### config.mk
export PLATFORM = sky130hd
export DESIGN_NAME = fwd_hazard_ctrl
export DESIGN_NICKNAME = d
export VERILOG_FILES = /design/src/rtl/fwd_hazard_pkg.sv /design/src/rtl/opnd_bypass.sv /design/src/rtl/load_interlock.sv /design/src/rtl/store_bypass.sv /design/src/rtl/fwd_hazard_ctrl.sv
export SDC_FILE = /design/constraint.sdc
export NUM_CORES = 1
export LEC_CHECK = 0
export BUFFER_PORTS_ARGS = -buffer_cell sky130_fd_sc_hd__buf_2
export CORE_AREA = 5 5 43 54
export DETAILED_ROUTE_END_ITERATION = 7
export DIE_AREA = 0 0 48 59
export PLACE_DENSITY = 0.75
export REMOVE_ABC_BUFFERS = 1
export SYNTH_ARGS = -nofsm -noshare
export SYNTH_HDL_FRONTEND = slang
export SYNTH_SLANG_ARGS = --single-unit
### constraint.sdc
create_clock -name clk -period 3.25 [get_ports clk]
set_clock_uncertainty 0.05 [all_clocks]
set_input_delay 0.8125 -clock clk [delete_from_list [all_inputs] [get_ports clk]]
set_output_delay 0.8125 -clock clk [all_outputs]
set_load 0.05 [all_outputs]
### src/rtl/fwd_hazard_pkg.sv
package fwd_hazard_pkg;

    typedef enum logic [1:0] {
        SRC_RF    = 2'd0,
        SRC_EXMEM = 2'd1,
        SRC_MEMWB = 2'd2
    } src_sel_e;

endpackage

### src/rtl/opnd_bypass.sv
module opnd_bypass
    import fwd_hazard_pkg::*;
#(
    parameter int REG_W = 5
) (
    input  logic [REG_W-1:0] src,
    input  logic             src_used,
    input  logic [REG_W-1:0] exmem_rd,
    input  logic             exmem_wr,
    input  logic             exmem_load,
    input  logic [REG_W-1:0] memwb_rd,
    input  logic             memwb_wr,
    output logic [1:0]       sel
);

    logic hit_exmem;
    logic hit_memwb;

    always_comb begin
        // a load in EX/MEM has no data yet, so it never feeds the bypass
        hit_exmem = src_used && exmem_wr && !exmem_load
                    && (exmem_rd != '0) && (exmem_rd == src);
        hit_memwb = src_used && memwb_wr
                    && (memwb_rd != '0) && (memwb_rd == src);
        if (hit_exmem)
            sel = SRC_EXMEM;
        else if (hit_memwb)
            sel = SRC_MEMWB;
        else
            sel = SRC_RF;
    end

endmodule

### src/rtl/load_interlock.sv
module load_interlock #(
    parameter int REG_W = 5
) (
    input  logic [REG_W-1:0] id_rs,
    input  logic [REG_W-1:0] id_rt,
    input  logic             id_rs_used,
    input  logic             id_rt_alu,
    input  logic [REG_W-1:0] idex_rd,
    input  logic             idex_wr,
    input  logic             idex_load,
    output logic             stall
);

    logic load_live;

    always_comb begin
        load_live = idex_load && idex_wr && (idex_rd != '0);
        stall = load_live && ((id_rs_used && (id_rs == idex_rd))
                           || (id_rt_alu && (id_rt == idex_rd)));
    end

endmodule

### src/rtl/store_bypass.sv
module store_bypass #(
    parameter int REG_W = 5
) (
    input  logic             clk,
    input  logic             rst_n,
    input  logic             ex_is_store,
    input  logic [REG_W-1:0] ex_rt,
    input  logic [REG_W-1:0] memwb_rd,
    input  logic             memwb_wr,
    output logic             fwd_store
);

    typedef struct packed {
        logic             st;
        logic [REG_W-1:0] rt;
    } mem_slot_t;

    mem_slot_t slot_d, slot_q;

    always_comb begin
        slot_d.st = ex_is_store;
        slot_d.rt = ex_rt;
    end

    always_ff @(posedge clk) begin
        if (!rst_n)
            slot_q <= '0;
        else
            slot_q <= slot_d;
    end

    assign fwd_store = slot_q.st && memwb_wr && (memwb_rd != '0)
                       && (memwb_rd == slot_q.rt);

    a_r9_store_follows_exec: assert property (@(posedge clk) disable iff (!rst_n)
        fwd_store |-> ($past(ex_is_store) && ($past(ex_rt) == memwb_rd)));

    a_r1_store_reset_quiet: assert property (@(posedge clk)
        $rose(rst_n) |-> !fwd_store);

endmodule

### src/rtl/fwd_hazard_ctrl.sv
module fwd_hazard_ctrl
    import fwd_hazard_pkg::*;
#(
    parameter int REG_W = 5
) (
    input  logic             clk,
    input  logic             rst_n,
    input  logic [REG_W-1:0] id_rs,
    input  logic [REG_W-1:0] id_rt,
    input  logic             id_rs_used,
    input  logic             id_rt_alu,
    input  logic [REG_W-1:0] ex_rs,
    input  logic [REG_W-1:0] ex_rt,
    input  logic             ex_rt_alu,
    input  logic             ex_is_store,
    input  logic [REG_W-1:0] idex_rd,
    input  logic             idex_wr,
    input  logic             idex_load,
    input  logic [REG_W-1:0] exmem_rd,
    input  logic             exmem_wr,
    input  logic             exmem_load,
    input  logic [REG_W-1:0] memwb_rd,
    input  logic             memwb_wr,
    output logic [1:0]       fwd_a,
    output logic [1:0]       fwd_b,
    output logic             fwd_store,
    output logic             stall_pc,
    output logic             stall_ifid,
    output logic             bubble_idex
);

    localparam int NUM_OPND = 2;

    logic [REG_W-1:0] opnd_src  [NUM_OPND];
    logic             opnd_used [NUM_OPND];
    logic [1:0]       opnd_sel  [NUM_OPND];
    logic             stall;

    always_comb begin
        opnd_src[0]  = ex_rs;
        opnd_used[0] = 1'b1;
        opnd_src[1]  = ex_rt;
        opnd_used[1] = ex_rt_alu || ex_is_store;
    end

    for (genvar g = 0; g < NUM_OPND; g++) begin : g_opnd
        opnd_bypass #(.REG_W(REG_W)) u_byp (
            .src        (opnd_src[g]),
            .src_used   (opnd_used[g]),
            .exmem_rd   (exmem_rd),
            .exmem_wr   (exmem_wr),
            .exmem_load (exmem_load),
            .memwb_rd   (memwb_rd),
            .memwb_wr   (memwb_wr),
            .sel        (opnd_sel[g])
        );
    end

    assign fwd_a = opnd_sel[0];
    assign fwd_b = opnd_sel[1];

    load_interlock #(.REG_W(REG_W)) u_lock (
        .id_rs      (id_rs),
        .id_rt      (id_rt),
        .id_rs_used (id_rs_used),
        .id_rt_alu  (id_rt_alu),
        .idex_rd    (idex_rd),
        .idex_wr    (idex_wr),
        .idex_load  (idex_load),
        .stall      (stall)
    );

    assign stall_pc    = stall;
    assign stall_ifid  = stall;
    assign bubble_idex = stall;

    store_bypass #(.REG_W(REG_W)) u_stbyp (
        .clk         (clk),
        .rst_n       (rst_n),
        .ex_is_store (ex_is_store),
        .ex_rt       (ex_rt),
        .memwb_rd    (memwb_rd),
        .memwb_wr    (memwb_wr),
        .fwd_store   (fwd_store)
    );

    a_r3_younger_wins: assert property (@(posedge clk) disable iff (!rst_n)
        (exmem_wr && !exmem_load && exmem_rd != '0 && exmem_rd == ex_rs)
            |-> (fwd_a == SRC_EXMEM));

    a_r4_zero_src_rf: assert property (@(posedge clk) disable iff (!rst_n)
        (ex_rs == '0) |-> (fwd_a == SRC_RF));

    a_r5_load_not_source: assert property (@(posedge clk) disable iff (!rst_n)
        exmem_load |-> (fwd_a != SRC_EXMEM && fwd_b != SRC_EXMEM));

    a_r6_b_unused_rf: assert property (@(posedge clk) disable iff (!rst_n)
        (!ex_rt_alu && !ex_is_store) |-> (fwd_b == SRC_RF));

    a_r8_stall_needs_load: assert property (@(posedge clk) disable iff (!rst_n)
        stall_pc |-> (idex_load && idex_wr && idex_rd != '0));

    a_r2_memwb_matches: assert property (@(posedge clk) disable iff (!rst_n)
        (fwd_a == SRC_MEMWB) |-> (memwb_wr && memwb_rd == ex_rs));

endmodule

==> results of run 1 <==
## layout make-up
| type | instances | area, µm² | area share (%) |
|---|---|---|---|
| clock buffers | 3 | 22.5 | 2.40 |
| multi-input cells | 66 | 508 | 54.1 |
| flip-flops and latches | 6 | 120 | 12.8 |
| well taps | 19 | 23.8 | 2.53 |
| repair buffers | 53 | 265 | 28.2 |
## stage by stage
step / total power, W / cell area, µm² / hold slack [ns] / cells / utilization [%]
CTS: 0.000249 / 940 / 0.760 / 147 / 53.9
floorplan: 0.000128 / 628 / 0.884 / 72 / -
global route: 0.000262 / 940 / 0.773 / 147 / 53.9
detailed placement: 0.000179 / 917 / 1.01 / 144 / 52.6
global placement: 0.000176 / 917 / 1.00 / 144 / 52.6
finish: 0.000243 / 940 / 0.763 / 147 / 53.9
## how the worst max path moves through the flow
| stage | from | to | slack (ns) |
|---|---|---|---|
| 2_1_floorplan | idex_rd[2] | bubble_idex | -1.11 |
| 3_3_place_gp | exmem_rd[1] | fwd_a[1] | 0.16 |
| 3_5_place_dp | exmem_rd[1] | fwd_b[1] | 0.13 |
| 4_1_cts | exmem_rd[1] | fwd_a[1] | 0.13 |
| 5_1_grt | exmem_rd[1] | fwd_b[1] | 0.07 |
| 6_report | exmem_rd[1] | fwd_a[1] | 0.13 |
## layer usage
layer,vias to the layer above,GRT usage (%),routed length [µm]
met5,-,0,0
met4,0,8.08,31
met3,4,3.65,246
met2,47,26.7,997
met1,322,14.8,661
li1,365,-,-
## synth_stat cells
| library cell | instances |
|---|---|
| o21ai_2 | 1 |
| nand3_1 | 3 |
| or4_1 | 4 |
| nor3_1 | 2 |
| buf_4 | 4 |
| xor2_1 | 15 |
| o21ai_1 | 1 |
| dfxtp_1 | 6 |
| nor4_1 | 3 |
| nor2b_1 | 1 |
| nand2_1 | 1 |
| o21ai_0 | 2 |
| and2_1 | 6 |
| nor4_2 | 2 |
| a21oi_1 | 1 |
| o211ai_1 | 1 |
| nand4_1 | 3 |
| xnor2_1 | 20 |
## where the power goes
group	switching (W)	internal [W]	total, W	leakage, nW
logic	0.0000468	0.0000500	0.0000968	0.361
clock network	0.0000255	0.0000417	0.0000672	0.0138
registers	0.00000149	0.0000779	0.0000794	0.0500
total	0.0000738	0.000170	0.000243	0.425
## kinds of logic (layout without fill, tap and decap cells)
| logic type | Yosys count | after routing | synth area share (%) |
|---|---|---|---|
| XOR/XNOR | 35 | 35 | 46.6 |
| buffers and inverters | 4 | 56 | 4.56 |
| AND/OR/NAND/NOR | 25 | 25 | 25.1 |
| AO/OA/AOI/OAI | 6 | 6 | 5.51 |
| flip-flops | 6 | 6 | 18.3 |
==> results.ini, run 1 <==
[synth]
yosysTopAreaCellShare_pct = 26.6
yosysSeqAreaShare_pct = 18.3
synth-seq-cells = 6
synth_top_area_cell = xnor2_1
netlist_instances = 76
yosysWarnings = 0
synth_cell_types = 18
avgSynthCellArea_um2 = 8.66
synthTopCellsByArea = xnor2_1, xor2_1, dfxtp_1
syn_area_um2 = 658

[setup_path]
cp_common_cell = buf_2
worstSetupPathDepth = 6
end_kind = output port
cp_num_buf_inv = 2
worst_path_max_delay_cell = or4_1
start_kind = input pin
required_ns = 2.39
cp_max_fo = 3
arrival_ns = 2.26
cp_cell_sequence = buf_2 > or4_1 > o21ai_2 > nor4_1 > nor4_2 > buf_2
cpPeakStageDelay_ns = 0.54
crit_type = input pin to output port
crit_family = simple AND/OR/NAND/NOR gates

[floorplan]
dieHeight_um = 59
boundaryPins = 54
start_util_pct = 37.7
die_w_um = 48
core_region_area_mm2 = 0.00174
rows = 17
fp.dieArea_mm2 = 0.00283

[min_path]
whs_path_depth = 2
min_to = u_stbyp.slot_q[5]$_SDFF_PN0_
min_from = ex_is_store
hp-class = input pin to flip-flop

[detailed_routing]
dr.pass1.iters = 2
wl_per_cell_um = 13.2
vias = 738
drtAntennaViolNets = 0
routed_wl_um = 1940
drt_iter0_drc = 3
vias_per_cell = 5.02
route.detailed.drc = 0

[sta]
finalSetupViolations = 0
worst_pin_slew_ns = 0.407
setup_slack_ns = 0.126
fin_crit_sh_pct = 96.1
fmax_mhz = 320
rsz0062_at_grt = false
report.final.slew_viol_count = 0
relSlewSlack_pct = 72.6
finalCriticalPeriod_ns = 3.12
finalHoldViolCount = 0
setup-tns-final_ns = 0

[global_route]
track_usage_pct = 14.9
grt_pass1_vias = 770
antenna_found_initial = 0
grt_start_max_net_pins = 7
grt_pass1_wl_um = 3030
grt_remaining_overflow = 0

[clocking]
cts_tree = built
cts_buffers = 3
clkTransAtPathRegs_ns = 0.04
ctsLongestPathBuffers = 2
cts-resized-gates = 0
cts_max_level = 1
ctsRootBufferMaster = clkbuf_4
clock_sinks = 6
post_cts_buffers = 0
cts_hold_buf = 0

[finish]
largest_reg_flops = 6
mostFrequentLayoutCell = buf_2
syn2layout_area_growth_pct = 42.8
n_antenna_cell = 0
final_cell_mix = buf_2, xnor2_1, xor2_1, and2_1, dfxtp_1
n_fill_cell = 183
fin_nets = 176
top_register = u_stbyp.slot_q
drive_gt1_share_pct = 46.1
reg_top3 = u_stbyp.slot_q x6

[status]
status = finished, final reports clean

[power_and_ir_drop]
peakVddDrop_mv = 0.142
p_leak_nw = 0.425
powerDensity_mw_per_mm2 = 259

[place]
io_buffer_count = 53
pre_cts_ws_ns = 0.127
dp_hpwl_um = 1780
gp_congestion = 0.837

[flow_run]
cap_violations = 0

Power figures use the tool's default switching activity.
==> run 2, diff against run 1 <==
--- a/config.mk
+++ b/config.mk
@@ -6,9 +6,9 @@
 export NUM_CORES = 1
 export LEC_CHECK = 0
 export BUFFER_PORTS_ARGS = -buffer_cell sky130_fd_sc_hd__buf_2
-export CORE_AREA = 5 5 43 54
+export CORE_AREA = 2 2 40 51
 export DETAILED_ROUTE_END_ITERATION = 7
-export DIE_AREA = 0 0 48 59
+export DIE_AREA = 0 0 42 53
 export PLACE_DENSITY = 0.75
 export REMOVE_ABC_BUFFERS = 1
 export SYNTH_ARGS = -nofsm -noshare
==> constraint.sdc (replaced) <==
create_clock -name clk -period 3.25 [get_ports clk]
set_clock_uncertainty 0.05 [all_clocks]
set_input_delay 0.1625 -clock clk [delete_from_list [all_inputs] [get_ports clk]]
set_output_delay 0.1625 -clock clk [all_outputs]
set_load 0.05 [all_outputs]
==> run 2 against run 1 <==
Worst hold slack worse by 0.64 ns; combinational power increased by 0.8%; first-iteration DRC count shrank 33%; global-route usage grew 2.0 points; largest cell class unchanged; final area stayed put; wire length down 8.0%; non-clock buffer count unchanged; critical path depth stayed put; highest routed layer unchanged; critical endpoint unchanged; final cell count stayed put.
==> results.ini, run 2 (synthesized netlist as in run 1, its figures left out) <==
[power_and_ir_drop]
peakVddDrop_mv = 0.155  ; +9.2%
powerDensity_mw_per_mm2 = 257  ; -0.90%
p_leak_nw = 0.425  ; unchanged
power.total_w = 0.000241  ; -0.90%

[sta]
setup-tns-final_ns = 0  ; unchanged
finalSetupViolations = 0  ; unchanged
report.final.slew_viol_count = 0  ; unchanged
finalHoldViolCount = 0  ; unchanged
fmax_mhz = 538  ; +68%
fin_crit_sh_pct = 57.2  ; -39 points
setup_slack_ns = 1.39  ; +1.27 ns
relSlewSlack_pct = 74.3  ; +1.7 points
finalCriticalPeriod_ns = 1.86  ; -1.27 ns
worst_pin_slew_ns = 0.383  ; -0.0246 ns
rsz0062_at_grt = false

[setup_path]
worst_path_max_delay_cell = or4_1
required_ns = 3.04  ; +0.65 ns
arrival_ns = 1.65  ; -0.61 ns
end_kind = output port
cp_cell_sequence = buf_2 > or4_1 > o21ai_2 > nor4_1 > nor4_2 > buf_2
cp_max_fo = 3  ; unchanged
crit_type = input pin to output port
start_kind = input pin
cpPeakStageDelay_ns = 0.55  ; about the same
cp_common_cell = buf_2

[status]
status = finished, final reports clean

[finish]
mostFrequentLayoutCell = buf_2
top_register = u_stbyp.slot_q
final_area_um2 = 940  ; unchanged
reg_top3 = u_stbyp.slot_q x6
largest_reg_flops = 6  ; unchanged
fin_nets = 176  ; unchanged
n_fill_cell = 168  ; -8.2%
drive_gt1_share_pct = 46.1  ; unchanged
syn2layout_area_growth_pct = 42.8  ; unchanged
final_core_util_pct = 54.5  ; +0.67 points
n_antenna_cell = 0  ; unchanged
final_cell_mix = buf_2, xnor2_1, xor2_1, and2_1, dfxtp_1

[detailed_routing]
routed_wl_um = 1780  ; -8.0%
dr.pass1.iters = 4  ; +2
wl_per_cell_um = 12.1  ; -8.0%
drtAntennaViolNets = 0  ; unchanged
vias_per_cell = 5.10  ; +1.6%
drt_iter0_drc = 2  ; -1
route.detailed.drc = 0  ; unchanged
vias = 750  ; +1.6%

[floorplan]
fp.dieArea_mm2 = 0.00223  ; -21%
boundaryPins = 54  ; unchanged
core_region_area_mm2 = 0.00172  ; -1.2%
die_w_um = 42  ; -13%
rows = 17  ; unchanged
start_util_pct = 38.2  ; +0.47 points
dieHeight_um = 53  ; -10%

[clocking]
cts_buffers = 3  ; unchanged
cts-resized-gates = 0  ; unchanged
cts_tree = built
post_cts_buffers = 0  ; unchanged
clkTransAtPathRegs_ns = 0.04  ; about the same
clock_sinks = 6  ; unchanged
ctsRootBufferMaster = clkbuf_4
cts_max_level = 1  ; unchanged
cts_hold_buf = 0  ; unchanged
ctsLongestPathBuffers = 2  ; unchanged

[global_route]
grt_remaining_overflow = 0  ; unchanged
track_usage_pct = 16.9  ; +2.0 points
grt_start_max_net_pins = 7  ; unchanged
antenna_found_initial = 0  ; unchanged
grt_pass1_wl_um = 2930  ; -3.4%
grt_pass1_vias = 723  ; -6.1%

[place]
dp_hpwl_um = 1620  ; -9.1%
io_buffer_count = 53  ; unchanged
gp_congestion = 0.915  ; +9.3%
pre_cts_ws_ns = 1.40  ; +1.28 ns
dpl_cell_area_um2 = 917  ; unchanged

[min_path]
hp-class = input pin to flip-flop

[flow_run]
cap_violations = 0  ; unchanged

==> run 2: cell counts in the layout (fill, tap and decap cells not counted) <==
Identical to the previous run, type by type.
==> run 2: worst paths after layout <==
kind | startpoint | endpoint | slack, ns | cells after the start
worst max-delay path | exmem_rd[1] | fwd_a[1] | 1.39 | 6
worst min-delay path | ex_is_store | u_stbyp.slot_q[5]$_SDFF_PN0_ | 0.12 | 2
==> run 2: where the power goes <==
part,internal (W),switching [W],leakage (nW)
clock network,0.0000415,0.0000227,0.0138
logic,0.0000500,0.0000476,0.361
registers,0.0000779,0.00000148,0.0500
==> run 2: area by class of cell <==
cell class	instances	area (µm²)	share of cell area, %
multi-input combinational	66	508	54.1
timing repair buffer	53	265	28.2
sequential	6	120	12.8
tap	19	23.8	2.53
clock buffer	3	22.5	2.40
==> run 2: critical path, delay by kind of cell <==
family	cells	cell delay [ns]
buffers and inverters	2	0.42
AO/OA/AOI/OAI	1	0.17
AND/OR/NAND/NOR	3	0.90
==> run 2: per-stage QoR <==
step	hold WS [ns]	std cells
6_report	0.122	147
5_1_grt	0.125	147
4_1_cts	0.123	147
3_5_place_dp	0.367	144
3_3_place_gp	0.350	144
2_1_floorplan	0.234	72
==> run 2: layer usage <==
layer	up-vias	wire length, µm	track usage (%)
li1	370	-	-
met1	324	614	17.2
met2	52	924	34.6
met3	4	207	3.07
met4	0	36	4.84
met5	-	0	0
